## config.mk

```make
export PLATFORM = sky130hd
export DESIGN_NAME = rx_ring_steer
export DESIGN_NICKNAME = d
export VERILOG_FILES = /design/src/rtl/rx_ring_pkg.sv /design/src/rtl/rx_ring_pick.sv /design/src/rtl/rx_ring_track.sv /design/src/rtl/rx_ring_steer.sv
export SDC_FILE = /design/constraint.sdc
export NUM_CORES = 1
export LEC_CHECK = 0
export BUFFER_PORTS_ARGS = -buffer_cell sky130_fd_sc_hd__buf_2
export CORE_AREA = 5 5 175 93
export CTS_CLUSTER_SIZE = 28
export DETAILED_ROUTE_END_ITERATION = 7
export DIE_AREA = 0 0 180 98
export PLACE_DENSITY = 0.74
export SYNTH_ARGS = -nofsm -noshare
export SYNTH_HDL_FRONTEND = slang
export SYNTH_SLANG_ARGS = --single-unit
```

## constraint.sdc

```tcl
create_clock -name clk -period 8.79 [get_ports clk]
set_input_delay 0.4395 -clock clk [delete_from_list [all_inputs] [get_ports clk]]
set_output_delay 0.4395 -clock clk [all_outputs]
set_load 0.01 [all_outputs]
```

## src/rtl/rx_ring_pkg.sv

```systemverilog
package rx_ring_pkg;
    typedef enum logic [1:0] {
        ST_IDLE,
        ST_PICK,
        ST_WRITE,
        ST_COMMIT
    } steer_state_t;
endpackage

```

## src/rtl/rx_ring_pick.sv

```systemverilog
// Combinational choice of the tightest enabled ring for a given length.
module rx_ring_pick #(
    parameter int N_RING = 4,
    parameter int LEN_W  = 12,
    parameter int RING_W = 2
) (
    input  logic [LEN_W-1:0]        len,
    input  logic [N_RING*LEN_W-1:0] max_len,
    input  logic [N_RING-1:0]       ring_en,
    output logic                    hit,
    output logic [RING_W-1:0]       ring_sel
);
    logic [LEN_W-1:0] best;
    logic [LEN_W-1:0] lim;

    always_comb begin
        hit      = 1'b0;
        ring_sel = '0;
        best     = '1;
        lim      = '0;
        for (int i = 0; i < N_RING; i++) begin
            lim = max_len[i*LEN_W +: LEN_W];
            if (ring_en[i] && (len <= lim) && (!hit || (lim < best))) begin
                hit      = 1'b1;
                best     = lim;
                ring_sel = RING_W'(i);
            end
        end
    end
endmodule

```

## src/rtl/rx_ring_track.sv

```systemverilog
// Head index and used-descriptor count of one ring.
module rx_ring_track #(
    parameter int IDX_W = 4
) (
    input  logic             clk,
    input  logic             rst_n,
    input  logic [IDX_W:0]   cfg_size,
    input  logic             advance,
    input  logic             release_i,
    output logic [IDX_W-1:0] head,
    output logic             full
);
    localparam int SIZE_W = IDX_W + 1;

    logic [SIZE_W-1:0] used_q;
    logic [SIZE_W-1:0] last_idx;
    logic              rel_ok;

    assign last_idx = cfg_size - SIZE_W'(1);
    assign rel_ok   = release_i && (used_q != '0);
    assign full     = (used_q >= cfg_size);

    always_ff @(posedge clk or negedge rst_n) begin
        if (!rst_n) begin
            head <= '0;
        end else if (advance) begin
            if ({1'b0, head} >= last_idx) head <= '0;
            else                          head <= head + IDX_W'(1);
        end
    end

    always_ff @(posedge clk or negedge rst_n) begin
        if (!rst_n) begin
            used_q <= '0;
        end else begin
            unique case ({advance, rel_ok})
                2'b10:   used_q <= used_q + SIZE_W'(1);
                2'b01:   used_q <= used_q - SIZE_W'(1);
                default: used_q <= used_q;
            endcase
        end
    end
endmodule

```

## src/rtl/rx_ring_steer.sv

```systemverilog
module rx_ring_steer
    import rx_ring_pkg::*;
#(
    parameter int N_RING = 4,
    parameter int LEN_W  = 12,
    parameter int STAT_W = 8,
    parameter int IDX_W  = 4,
    parameter int CNT_W  = 8
) (
    input  logic                             clk,
    input  logic                             rst_n,
    input  logic                             pkt_end,
    input  logic [LEN_W-1:0]                 pkt_len,
    input  logic [STAT_W-1:0]                pkt_status,
    input  logic [N_RING*LEN_W-1:0]          cfg_max_len,
    input  logic [N_RING*(IDX_W+1)-1:0]      cfg_ring_size,
    input  logic [N_RING-1:0]                cfg_ring_en,
    input  logic [N_RING-1:0]                desc_release,
    input  logic [N_RING-1:0]                irq_en,
    input  logic [N_RING-1:0]                irq_clr,
    output logic [N_RING-1:0]                irq,
    output logic                             wr_req,
    input  logic                             wr_ack,
    output logic [$clog2(N_RING)-1:0]        wr_ring,
    output logic [IDX_W-1:0]                 wr_index,
    output logic [LEN_W-1:0]                 wr_len,
    output logic [STAT_W-1:0]                wr_status,
    output logic                             oversize_err,
    output logic [CNT_W-1:0]                 overrun_cnt
);
    localparam int RING_W = $clog2(N_RING);
    localparam int SIZE_W = IDX_W + 1;

    steer_state_t state_q, state_d;

    logic [LEN_W-1:0]  lat_len;
    logic [STAT_W-1:0] lat_status;
    logic [RING_W-1:0] lat_ring;
    logic [N_RING-1:0] pend_q;

    logic              pick_hit;
    logic [RING_W-1:0] pick_ring;
    logic [N_RING-1:0] full_v;
    logic [N_RING-1:0] adv_v;
    logic [IDX_W-1:0]  head_v [N_RING];
    logic              pick_ok;

    rx_ring_pick #(
        .N_RING (N_RING),
        .LEN_W  (LEN_W),
        .RING_W (RING_W)
    ) u_pick (
        .len      (lat_len),
        .max_len  (cfg_max_len),
        .ring_en  (cfg_ring_en),
        .hit      (pick_hit),
        .ring_sel (pick_ring)
    );

    for (genvar g = 0; g < N_RING; g++) begin : g_ring
        assign adv_v[g] = (state_q == ST_COMMIT) && (lat_ring == RING_W'(g));

        rx_ring_track #(
            .IDX_W (IDX_W)
        ) u_track (
            .clk       (clk),
            .rst_n     (rst_n),
            .cfg_size  (cfg_ring_size[g*SIZE_W +: SIZE_W]),
            .advance   (adv_v[g]),
            .release_i (desc_release[g]),
            .head      (head_v[g]),
            .full      (full_v[g])
        );
    end

    assign pick_ok = pick_hit && !full_v[pick_ring];

    // State register
    always_ff @(posedge clk or negedge rst_n) begin
        if (!rst_n) state_q <= ST_IDLE;
        else        state_q <= state_d;
    end

    // Transitions
    always_comb begin
        state_d = state_q;
        unique case (state_q)
            ST_IDLE:   if (pkt_end) state_d = ST_PICK;
            ST_PICK:   state_d = pick_ok ? ST_WRITE : ST_IDLE;
            ST_WRITE:  if (wr_ack) state_d = ST_COMMIT;
            ST_COMMIT: state_d = ST_IDLE;
            default:   state_d = ST_IDLE;
        endcase
    end

    // Outputs
    always_comb begin
        wr_req = 1'b0;
        unique case (state_q)
            ST_WRITE: wr_req = 1'b1;
            default:  wr_req = 1'b0;
        endcase
    end

    assign wr_ring   = lat_ring;
    assign wr_index  = head_v[lat_ring];
    assign wr_len    = lat_len;
    assign wr_status = lat_status;
    assign irq       = pend_q & irq_en;

    // Frame latch, drop bookkeeping and pending interrupts
    always_ff @(posedge clk or negedge rst_n) begin
        if (!rst_n) begin
            lat_len      <= '0;
            lat_status   <= '0;
            lat_ring     <= '0;
            oversize_err <= 1'b0;
            overrun_cnt  <= '0;
            pend_q       <= '0;
        end else begin
            pend_q <= (pend_q & ~irq_clr) | adv_v;
            if ((state_q == ST_IDLE) && pkt_end) begin
                lat_len    <= pkt_len;
                lat_status <= pkt_status;
            end
            if (state_q == ST_PICK) begin
                if (!pick_hit) begin
                    oversize_err <= 1'b1;
                end else if (full_v[pick_ring]) begin
                    if (overrun_cnt != '1) overrun_cnt <= overrun_cnt + CNT_W'(1);
                end else begin
                    lat_ring <= pick_ring;
                end
            end
        end
    end
endmodule

```

# == Word-level counts from Yosys, hierarchy flattened ==
# Index checks and enable logic that the tools add are counted.
# classes
magnitude_cmp,17
n_eq_ne,17
addsub,17
n_reduce_logical,38
bitwise_logic,7
n_mux,28
# ops
operator,n
less-or-equal comparator 12 bit,4
case mux 5 bit (2 select lines),4
"subtractor 5 x 1 -> 5 bit, second input constant",8
less-than comparator 12 bit,3
2-to-1 mux 12 bit,3
2-to-1 mux 4 bit,6
"adder 5 x 1 -> 5 bit, second input constant",4
>= comparator 4 x 5 -> 1 bit,4
>= comparator 5 bit,4
nonzero test 5 bit,4
logical AND 1 bit,17
"adder 4 x 1 -> 4 bit, second input constant",4
"equality test 2 bit, second input constant",8
"equality test 2 x 1 -> 1 bit, second input constant",6
2-to-1 mux 2 bit,5
"adder 8 x 1 -> 8 bit, second input constant",1
AND 4 bit,2
binary-select mux 4 bit (select 2 bit),1
"inequality test 8 bit, second input constant",1
case mux 2 bit (4 select lines),1
nonzero test 2 bit,4
2-to-1 mux 1 bit,7
logical NOT 1 bit,4
logical NOT 2 bit,2
other kinds (12),17
# totals
reg_bits,73
output_inout_bits,40
inputBits,108
word_cells,139

# == Longest topological paths before layout ==
# Gate-level depths: netlist of run 1.
# depth
ltp_word,21
depth_mapped,39
ltp_nobuf,36

# == By module ==
# From an unflattened synthesis of run 1, not the netlist that was laid out.
# unflattened
hier_cells,800
hier_area_um2,7405.9
# modules_own_cells
mod,area_each_um2,n_inst,cells_per_inst,seq_area_each_um2
rx_ring_track,848.3,4,92,225.2
rx_ring_pick,2367.3,1,311,0.0
rx_ring_steer,1645.3,1,121,925.9

# == Worst setup path after synthesis of run 1 ==
# No wires, ideal clock.
# synth_timing
path_type,reg-to-reg
from,"reg lat_len[10], in the netlist wr_len[10]"
to,reg overrun_cnt[1]
slack_ns,0.392
arrival_time_ns,8.273
stages_incl_launch_ff,37
path_buffers,3
setup_ns,0.125
required_ns,8.665
synth_period_minus_slack_ns,8.398
cell_sequence,dfrtp_1 ha_1 nand4_2 or2_1 or2_4 a21oi_1 clkbuf_1 nor2_1 ha_1 nand4_1 a211oi_1 nand2b_1 o311ai_2 nor2_1 o21a_1 nor2_1 clkbuf_1 o21ai_0 ha_1 nand3_1 nor3_1 nand2b_1 a22o_1 nor2b_1 a31oi_1 buf_2 mux2_2 ha_1 a211oi_1 o21ai_0 a221oi_1 nand2_1 a2111o_1 o22ai_4 a21oi_1 o21ai_4 mux2_4
# synth_via
elab_chain_cells,18
word_cells_on_any_way,33
cone_classes,order compare: 7; mux: 12; reduce/logical: 14
# synth_lines
element,line_no,source
"start, declared",rx_ring_steer.sv:36,logic [LEN_W-1:0] lat_len;
"start signal, assigned",rx_ring_steer.sv:123,lat_len <= pkt_len;
less-or-equal comparator 12 bit,rx_ring_pick.sv:23,if (ring_en[i] && (len <= lim) && (!hit || (lim < best))) begin
logical AND 1 bit,rx_ring_pick.sv:23,
2-to-1 mux 12 bit or 2-to-1 mux 1 bit (tied branches),rx_ring_pick.sv:23,
less-than comparator 12 bit or logical NOT 1 bit (tied branches),rx_ring_pick.sv:23,
logical OR 1 bit,rx_ring_pick.sv:23,
logical AND 1 bit,rx_ring_pick.sv:23,
2-to-1 mux 12 bit or 2-to-1 mux 1 bit (tied branches),rx_ring_pick.sv:23,
less-than comparator 12 bit or logical NOT 1 bit (tied branches),rx_ring_pick.sv:23,
(+2 left out),--,
2-to-1 mux 12 bit or 2-to-1 mux 1 bit (tied branches),rx_ring_pick.sv:23,
less-than comparator 12 bit or logical NOT 1 bit (tied branches),rx_ring_pick.sv:23,
logical OR 1 bit,rx_ring_pick.sv:23,
logical AND 1 bit,rx_ring_pick.sv:23,
2-to-1 mux 2 bit,rx_ring_pick.sv:23,
binary-select mux 1 bit (select 2 bit),rx_ring_steer.sv:129,end else if (full_v[pick_ring]) begin
2-to-1 mux 1 bit (not written as such),rx_ring_steer.sv:129,
AND reduction 4 bit (no source line) *,--,
"end signal, assigned",rx_ring_steer.sv:130,if (overrun_cnt != '1) overrun_cnt <= overrun_cnt + CNT_W'(1);
"end, declared",rx_ring_steer.sv:29,output logic [CNT_W-1:0] overrun_cnt
# Every way passes the cells marked *; elsewhere a longest branch is shown, timed or not. The select of a mux whose other input is x is not followed.
# A chain may end at the register's enable or synchronous reset.

# == Worst setup path after layout of run 1 ==
# layout_timing
from,"reg lat_len[3], in the netlist wr_len[3]"
to,reg overrun_cnt[1]
# The elaborated chain is that of the path after synthesis.

==> summary.txt, run 1 <==
Clock tree
  – CTS max path bufs: 2
  – Sink Count: 73
  – CTS tree: yes
  – Clock transition at the registers of the reported paths: 0.08 ns
  – Worst-Skew Late Latency: 0.34 ns
  – Num CTS Buffers: 9
  – CTS H-tree depth: 3
  – Root Buffer: clkbuf_16

Layout
  – Antenna Cells: 0
  – Post-Layout Cell Count: 1195
  – Nets@finish: 1239
  – Final Core Density: 59.43%
  – Most frequent cells in the layout: 147 x buf_2, 141 x ha_1, 96 x inv_1
  – Share of cells above drive strength 1: 25.13%
  – Synth-to-layout area growth: 20.65%
  – Commonest non-fill, non-tap cell in the layout: buf_2

Synthesis
  – Post-Syn Area: 7278 um^2
  – Synth Area in XOR/XNOR: 4.693%
  – Fraction of the mapped netlist area in adder cells: 25.34%
  – Post-Synth Simple-Gate Area: 15.06%
  – Synth warn: 0
  – Mapped Nets: 1069
  – Fraction of registers with async set/reset: 100.0%
  – Mean post-synth cell area: 8.919 um^2
  – Post-synthesis instance total: 816
  – Post-synth EDFFs: 0
  – #FFs+latches synth: 73
  – Top FF cell, synth: dfrtp_1
  – Compound-Gate Fraction of Synth Area: between 15 and 20%
  – Post-synthesis sequential area ratio: between 20% and 30%
  – Netlist cell types: between 60 and 70
  – Largest family of logic cells by synthesized area: adder cells
  – Multiplexer share of the synthesized area: 6.378%

Power
  – Pwr Density: between 300 and 400 nW/um^2
  – Leakage power: approximately 4.6 nW
  – Worst IR Drop VDD: ~0.00019 V

Critical path
  – Worst Path Arrival: 8.65 ns
  – Setup crit end kind: flop
  – Crit Path Class: flop to flop
  – CP required: ~9 ns
  – Crit path max-delay cell type: dfrtp_1
  – Worst-path maximum fanout: 23
  – Critical Path Start Type: flop
  – Slowest cell delay on critical path: 0.50 ns
  – Most common cell on crit path: ha_1

Timing
  – Final period util: 95.83%
  – Hold Slack: 0.2781 ns
  – Max Fclk: 0.1187 GHz
  – Slew HR: between 40% and 50%
  – Slew Limit Fails: 0
  – Clock Skews: 0.02029 ns
  – Minimum clock period: ~8.4 ns
  – Worst-Margin Slew: around 0.87 ns
  – Final Hold Viols: 0
  – Final setup violation count: 0

Placed design
  – DPL Wire Length: 18.44 mm
  – I/O Buffers: 147
  – Placed Cells: about 1.2k
  – Placer congestion estimate: 1.029

GRT
  – Initial antenna violation count: 0
  – Overall Global Routing Usage: approximately 25%
  – GRT Residual Overflow: 0
  – Largest net degree at the start of global routing: 67
  – Vias in the first global route: slightly above 6k
  – First-pass GRT wire length: 34.60 mm

Outcome
  – Status: completed

Route
  – Routed vias/inst: 5.464
  – Routed WL per cell: ~18 um
  – DRT Wirelength: ~22 mm
  – DRT antenna net count: 0
  – Via count: 6530
  – Number of remaining DRC errors: 0
  – DR pass1 iterations: 6
  – DRT iter0 DRCs: 527

Floorplanning
  – Starting density of the core: between 40% and 50%
  – Core ar.: 14770 um^2
  – DIE WIDTH: 180 um
  – DIE HEIGHT: 98 um
  – Num rows: 32
  – IO Pins: roughly 150
  – Die ar.: 17640 um^2

Job
  – Max-Cap Viols: 0

Worst hold path
  – Worst min path class: input pin to flop
[worst paths after layout]
check,startpoint,end,slack [ns],cells after the start
worst max-delay path,wr_len[3],overrun_cnt[1],0.37,37
worst min-delay path,irq_clr[2],pend_q[2],0.28,2
worst max register to register,wr_len[3],overrun_cnt[1],0.37,37
worst min register to register,oversize_err,oversize_err,0.48,1
max in group asynchronous,rst_n,wr_len[10],7.22,3
min in group asynchronous,rst_n,g_ring[1].u_track.used_q[1],0.47,2
[sequential cells by signal (all words and copies together), names as in the netlist, named ones only]
name and flops:
state_q 1, g_ring.u_track.head 16, oversize_err 1, g_ring.u_track.used_q 20
overrun_cnt 8, wr_len 12, pend_q 4, wr_status 8
wr_ring 2
[metrics by stage]
stage	total power [mW]	TNS [ns]	setup slack [ns]	area [um^2]
6_report	2.931	0	0.3669	8781
5_1_grt	3.196	-0.01278	-0.01058	8781
4_1_cts	2.850	0	0.2259	8700
3_5_place_dp	2.442	0	0.1548	8381
3_3_place_gp	2.404	0	0.2834	8381
2_1_floorplan	1.838	0	0.3923	7278
[worst max-delay path, delay by kind of cell (launching register included)]
| kind | cells | cell delay [ns] |
|---|---|---|
| mux | 2 | 0.69 |
| simple gates | 12 | 1.58 |
| fa+ha+maj | 4 | 1.31 |
| compound gates | 15 | 3.46 |
| flops | 1 | 0.50 |
| buf+inv | 4 | 0.78 |
[synthesized netlist by cell type (all sizes together), types with 10 or more instances]
cell      n  area, um^2
ha      141        1764
inv      96       360.4
dfrtp    73        1827
o21ai    70       361.6
nand2    49       183.9
a21oi    44       220.2
nor2     42       157.7
mux2     32       364.1
a21o     27       204.0
nand3    27       135.1
nand2b   23       143.9
xnor2    21       183.9
xor2     18       157.7
nor2b    15       93.84
clkbuf   13       48.80
nand4    10       68.81
nor3     10       50.05
[cell families (layout without fill, tap and decap cells)]
logic type / count (synthesis) / count (layout)
mux: 37 / 37
fa+ha+maj: 145 / 145
buf+inv: 110 / 285
simple gates: 212 / 212
compound gates: 200 / 200
xor+xnor: 39 / 39
flops: 73 / 73
[per-layer routing]
metal  vias up  global-route usage (%)  share of wire [%]  wire length [um]
met5         -                       0                  0                 0
li1       3257                       -                  -                 -
met4         0                   2.106               0.25                54
met3         6                   13.21                 13              2811
met1      3027                   38.87                 53             11560
met2       240                   29.43                 34              7503
[timing repair]
| action | 4_1_cts | 5_1_grt |
|---|---|---|
| endpoints found under the hold margin | 7 | 0 |
| gates resized for setup | 0 | 15 |
| setup endpoints to repair | 0 | 11 |
| setup buffers | 0 | 3 |
| hold buffers | 1 | 0 |
[cell type report]
| class | instances | area (um^2) |
|---|---|---|
| Inverter | 96 | 360.3 |
| Fill cell | 1335 | 5993 |
| Timing Repair Buffer | 173 | 937.1 |
| Tap cell | 204 | 255.2 |
| Multi-Input combinational cell | 633 | 5090 |
| Clock buffer | 9 | 225.2 |
| Sequential cell | 73 | 1829 |
| Clock inverter | 7 | 83.83 |
[power breakdown]
part	total (mW)	switching [mW]	leakage, nW	internal (mW)
Combinational	1.81	0.976	3.56	0.834
Sequential	0.732	0.236	0.877	0.497
Clock	0.389	0.163	0.149	0.226
No activity file was read; power rests on OpenSTA's default activity.
==> run 2: changes to the inputs <==
- CORE_AREA: 5 5 175 93 -> 5 5 174 92
- CTS_BUF_LIST: unset -> sky130_fd_sc_hd__clkbuf_8
- DIE_AREA: 0 0 180 98 -> 0 0 179 97
- PLACE_DENSITY: 0.74 -> 0.75
==> run 2 against run 1 <==
Critical path depth is 1 lower. Fmax grew 1.4%. Combinational power fell by 3%. Die area shrank 1.6%. Register-to-register slack better by 0.11 ns. Worst hold slack got worse by 0.052 ns. Via count down 1.2%. Cell count is 0.59% lower. Routed wire length decreased by 12%.
==> summary.txt, run 2 (synthesis gave the netlist of run 1 again) <==
Outcome
  – Status: completed (unchanged)

Power
  – Leakage power: 4.524 nW (was 4.582 nW)
  – Sw Pwr: 1.249 mW (was 1.374 mW)
  – Switching Fraction: 46.00% (was 46.89%)
  – Pwr Density: 313.7 nW/um^2 (was 333.8 nW/um^2)
  – Clk network pwr share: 10.3% (was 13.3%)
  – Worst IR Drop VDD: 0.0001315 V (was 0.0001881 V)
  – Internal power: 1.466 mW (was 1.556 mW)
  – Combinational power share: 64.3% (was 61.7%)
  – Sequential share of power: 25.4% (was 25.0%)

Critical path
  – Crit Path Class: flop to flop (unchanged)
  – Crit path to: overrun_cnt[1] (unchanged)
  – Reg2Reg Setup Slack: 0.48 ns (was 0.37 ns)
  – FF-to-FF End: overrun_cnt[1] (unchanged)
  – Most common cell on crit path: nor2_1 (was ha_1)
  – R2R depth: 36 (was 37)
  – Worst-path maximum fanout: 23 (unchanged)
  – Worst flop-to-flop path startpoint: wr_len[10] (was wr_len[3])
  – Worst Path Arrival: 8.55 ns (was 8.65 ns)
  – Setup crit end kind: flop (unchanged)
  – Critical Path Start Type: flop (unchanged)
  – Crit path max-delay cell type: dfrtp_1 (unchanged)
  – Slowest cell delay on critical path: 0.46 ns (was 0.50 ns)
  – CP required: 9.03 ns (was 9.02 ns)
  – Crit path from: wr_len[10] (was wr_len[3])

Route
  – Routed vias/inst: 5.432 (was 5.464)
  – DRT Wirelength: 19.41 mm (was 21.93 mm)
  – DR pass1 iterations: 5 (was 6)
  – Routed WL per cell: 16.34 um (was 18.35 um)
  – DRT antenna net count: 0 (unchanged)
  – DRT iter0 DRCs: 345 (was 527)
  – Number of remaining DRC errors: 0 (unchanged)
  – Via count: 6453 (was 6530)

Placed design
  – Placer congestion estimate: 0.9475 (was 1.029)
  – DPL Wire Length: 16.05 mm (was 18.44 mm)
  – Place WS: -0.2216 ns (was 0.1548 ns)
  – I/O Buffers: 147 (unchanged)
  – Placed Cells: 1166 (was 1174)

GRT
  – Largest net degree at the start of global routing: 74 (was 67)
  – Vias in the first global route: 6749 (was 6232)
  – GRT Residual Overflow: 0 (unchanged)
  – First-pass GRT wire length: 32.02 mm (was 34.60 mm)
  – Overall Global Routing Usage: 22.40% (was 24.60%)
  – Initial antenna violation count: 0 (unchanged)

Timing
  – Setup WS post-layout: 0.4813 ns (was 0.3669 ns)
  – Minimum clock period: 8.309 ns (was 8.423 ns)
  – Max Fclk: 0.1204 GHz (was 0.1187 GHz)
  – Clock Skews: 0.01304 ns (was 0.02029 ns)
  – Final Hold Viols: 0 (unchanged)
  – Hold Slack: 0.2257 ns (was 0.2781 ns)
  – Worst-Margin Slew: 0.9459 ns (was 0.8660 ns)
  – Final setup violation count: 0 (unchanged)
  – Final period util: 94.52% (was 95.83%)
  – Slew HR: 36.94% (was 42.26%)
  – Slew Limit Fails: 0 (unchanged)

Layout
  – Reg with most FFs: g_ring.u_track.used_q (unchanged)
  – Share of cells above drive strength 1: 24.75% (was 25.13%)
  – Max reg flops: 20 (unchanged)
  – Most frequent cells in the layout: 146 x buf_2, 140 x ha_1, 97 x inv_1 (was 147 x buf_2, 141 x ha_1, 96 x inv_1)
  – Synth-to-layout area growth: 18.89% (was 20.65%)
  – Antenna Cells: 0 (unchanged)
  – Nets@finish: 1238 (was 1239)
  – Commonest non-fill, non-tap cell in the layout: buf_2 (unchanged)
  – Post-Layout Cell Count: 1188 (was 1195)

Floorplanning
  – Die ar.: 17360 um^2 (was 17640 um^2)
  – DIE WIDTH: 179 um (was 180 um)
  – IO Pins: 148 (unchanged)
  – Num rows: 31 (was 32)
  – Core ar.: 14230 um^2 (was 14770 um^2)
  – Starting density of the core: 51.13% (was 49.26%)
  – DIE HEIGHT: 97 um (was 98 um)

Worst hold path
  – Worst min path class: input pin to asynchronous set/reset pin (was input pin to flop)

Clock tree
  – CTS tree: yes (unchanged)
  – Hold_buf cts: 0 (was 1)
  – Worst-Skew Late Latency: 0.36 ns (was 0.34 ns)
  – Num CTS Buffers: 9 (unchanged)
  – CTS max path bufs: 2 (unchanged)
  – Root Buffer: clkbuf_8 (was clkbuf_16)
  – CTS H-tree depth: 3 (unchanged)
  – Clock transition at the registers of the reported paths: 0.09 ns (was 0.08 ns)
  – Sink Count: 73 (unchanged)

Job
  – Max-Cap Viols: 0 (unchanged)
[run 2: cell count changes in the layout (fill, tap and decap cells not counted), moves of 2 or more]
| cell | delta |
|---|---|
| clkbuf_8 | +10 |
| a21oi_1 | -2 |
| clkbuf_16 | -9 |
| inv_6 | -2 |
| dfrtp_2 | -2 |
| dfrtp_1 | +2 |
| a21oi_2 | +2 |
[run 2: cell type report]
class,count,area [um^2]
clock inverters,6,66.31
flip-flops and latches,73,1827
well taps,198,247.7
multi-input cells,633,5085
repair buffers,172,929.6
fillers,1259,5582
inverters,96,360.3
clock buffers,10,137.6
[run 2: per-stage QoR]
| stage | util, % | total power [mW] | setup TNS (ns) | cell area [um^2] |
|---|---|---|---|---|
| floorplan | - | 1.838 | 0 | 7278 |
| global placement | 58.71 | 2.325 | 0 | 8358 |
| detailed placement | 58.71 | 2.390 | -1.181 | 8358 |
| CTS | 60.18 | 2.682 | 0 | 8567 |
| global route | 60.79 | 3.004 | -0.3045 | 8653 |
| finish | 60.79 | 2.715 | 0 | 8653 |
[run 2: what timing repair did]
item                       4_1_cts  5_1_grt
resized for setup                1        8
pin swaps                        0        5
buffers inserted                 0        6
setup endpoints to repair        7       11
[run 2: critical path: cells and delay by family, from the launching register on]
| family | cells | cell delay (ns) |
|---|---|---|
| fa+ha+maj | 4 | 1.28 |
| simple gates | 12 | 1.87 |
| flops | 1 | 0.46 |
| buf+inv | 3 | 0.62 |
| compound gates | 14 | 3.08 |
| mux | 3 | 0.88 |
[run 2: worst min-delay path by stage]
stage | from | to
floorplan | rst_n | asynchronous set/reset pin
global placement | oversize_err | oversize_err
detailed placement | oversize_err | oversize_err
CTS | irq_clr[3] | pend_q[3]
global route | irq_clr[1] | pend_q[1]
finish | rst_n | g_ring[3].u_track.used_q[3]
[run 2: power groups by stage]
stage	Sequential, mW	Combinational, mW	Clock [mW]
finish	0.689	1.75	0.281
global route	0.715	1.99	0.304
CTS	0.688	1.71	0.284
detailed placement	0.694	1.70	0
global placement	0.689	1.64	0
floorplan	0.671	1.17	0
[run 2: routing by layer]
layer	up-vias	wire, um	GRT usage, %
met3	49	844	3.662
met4	0	728	8.780
met2	157	9236	38.32
met5	-	0	0
li1	3250	-	-
met1	2997	8598	28.14
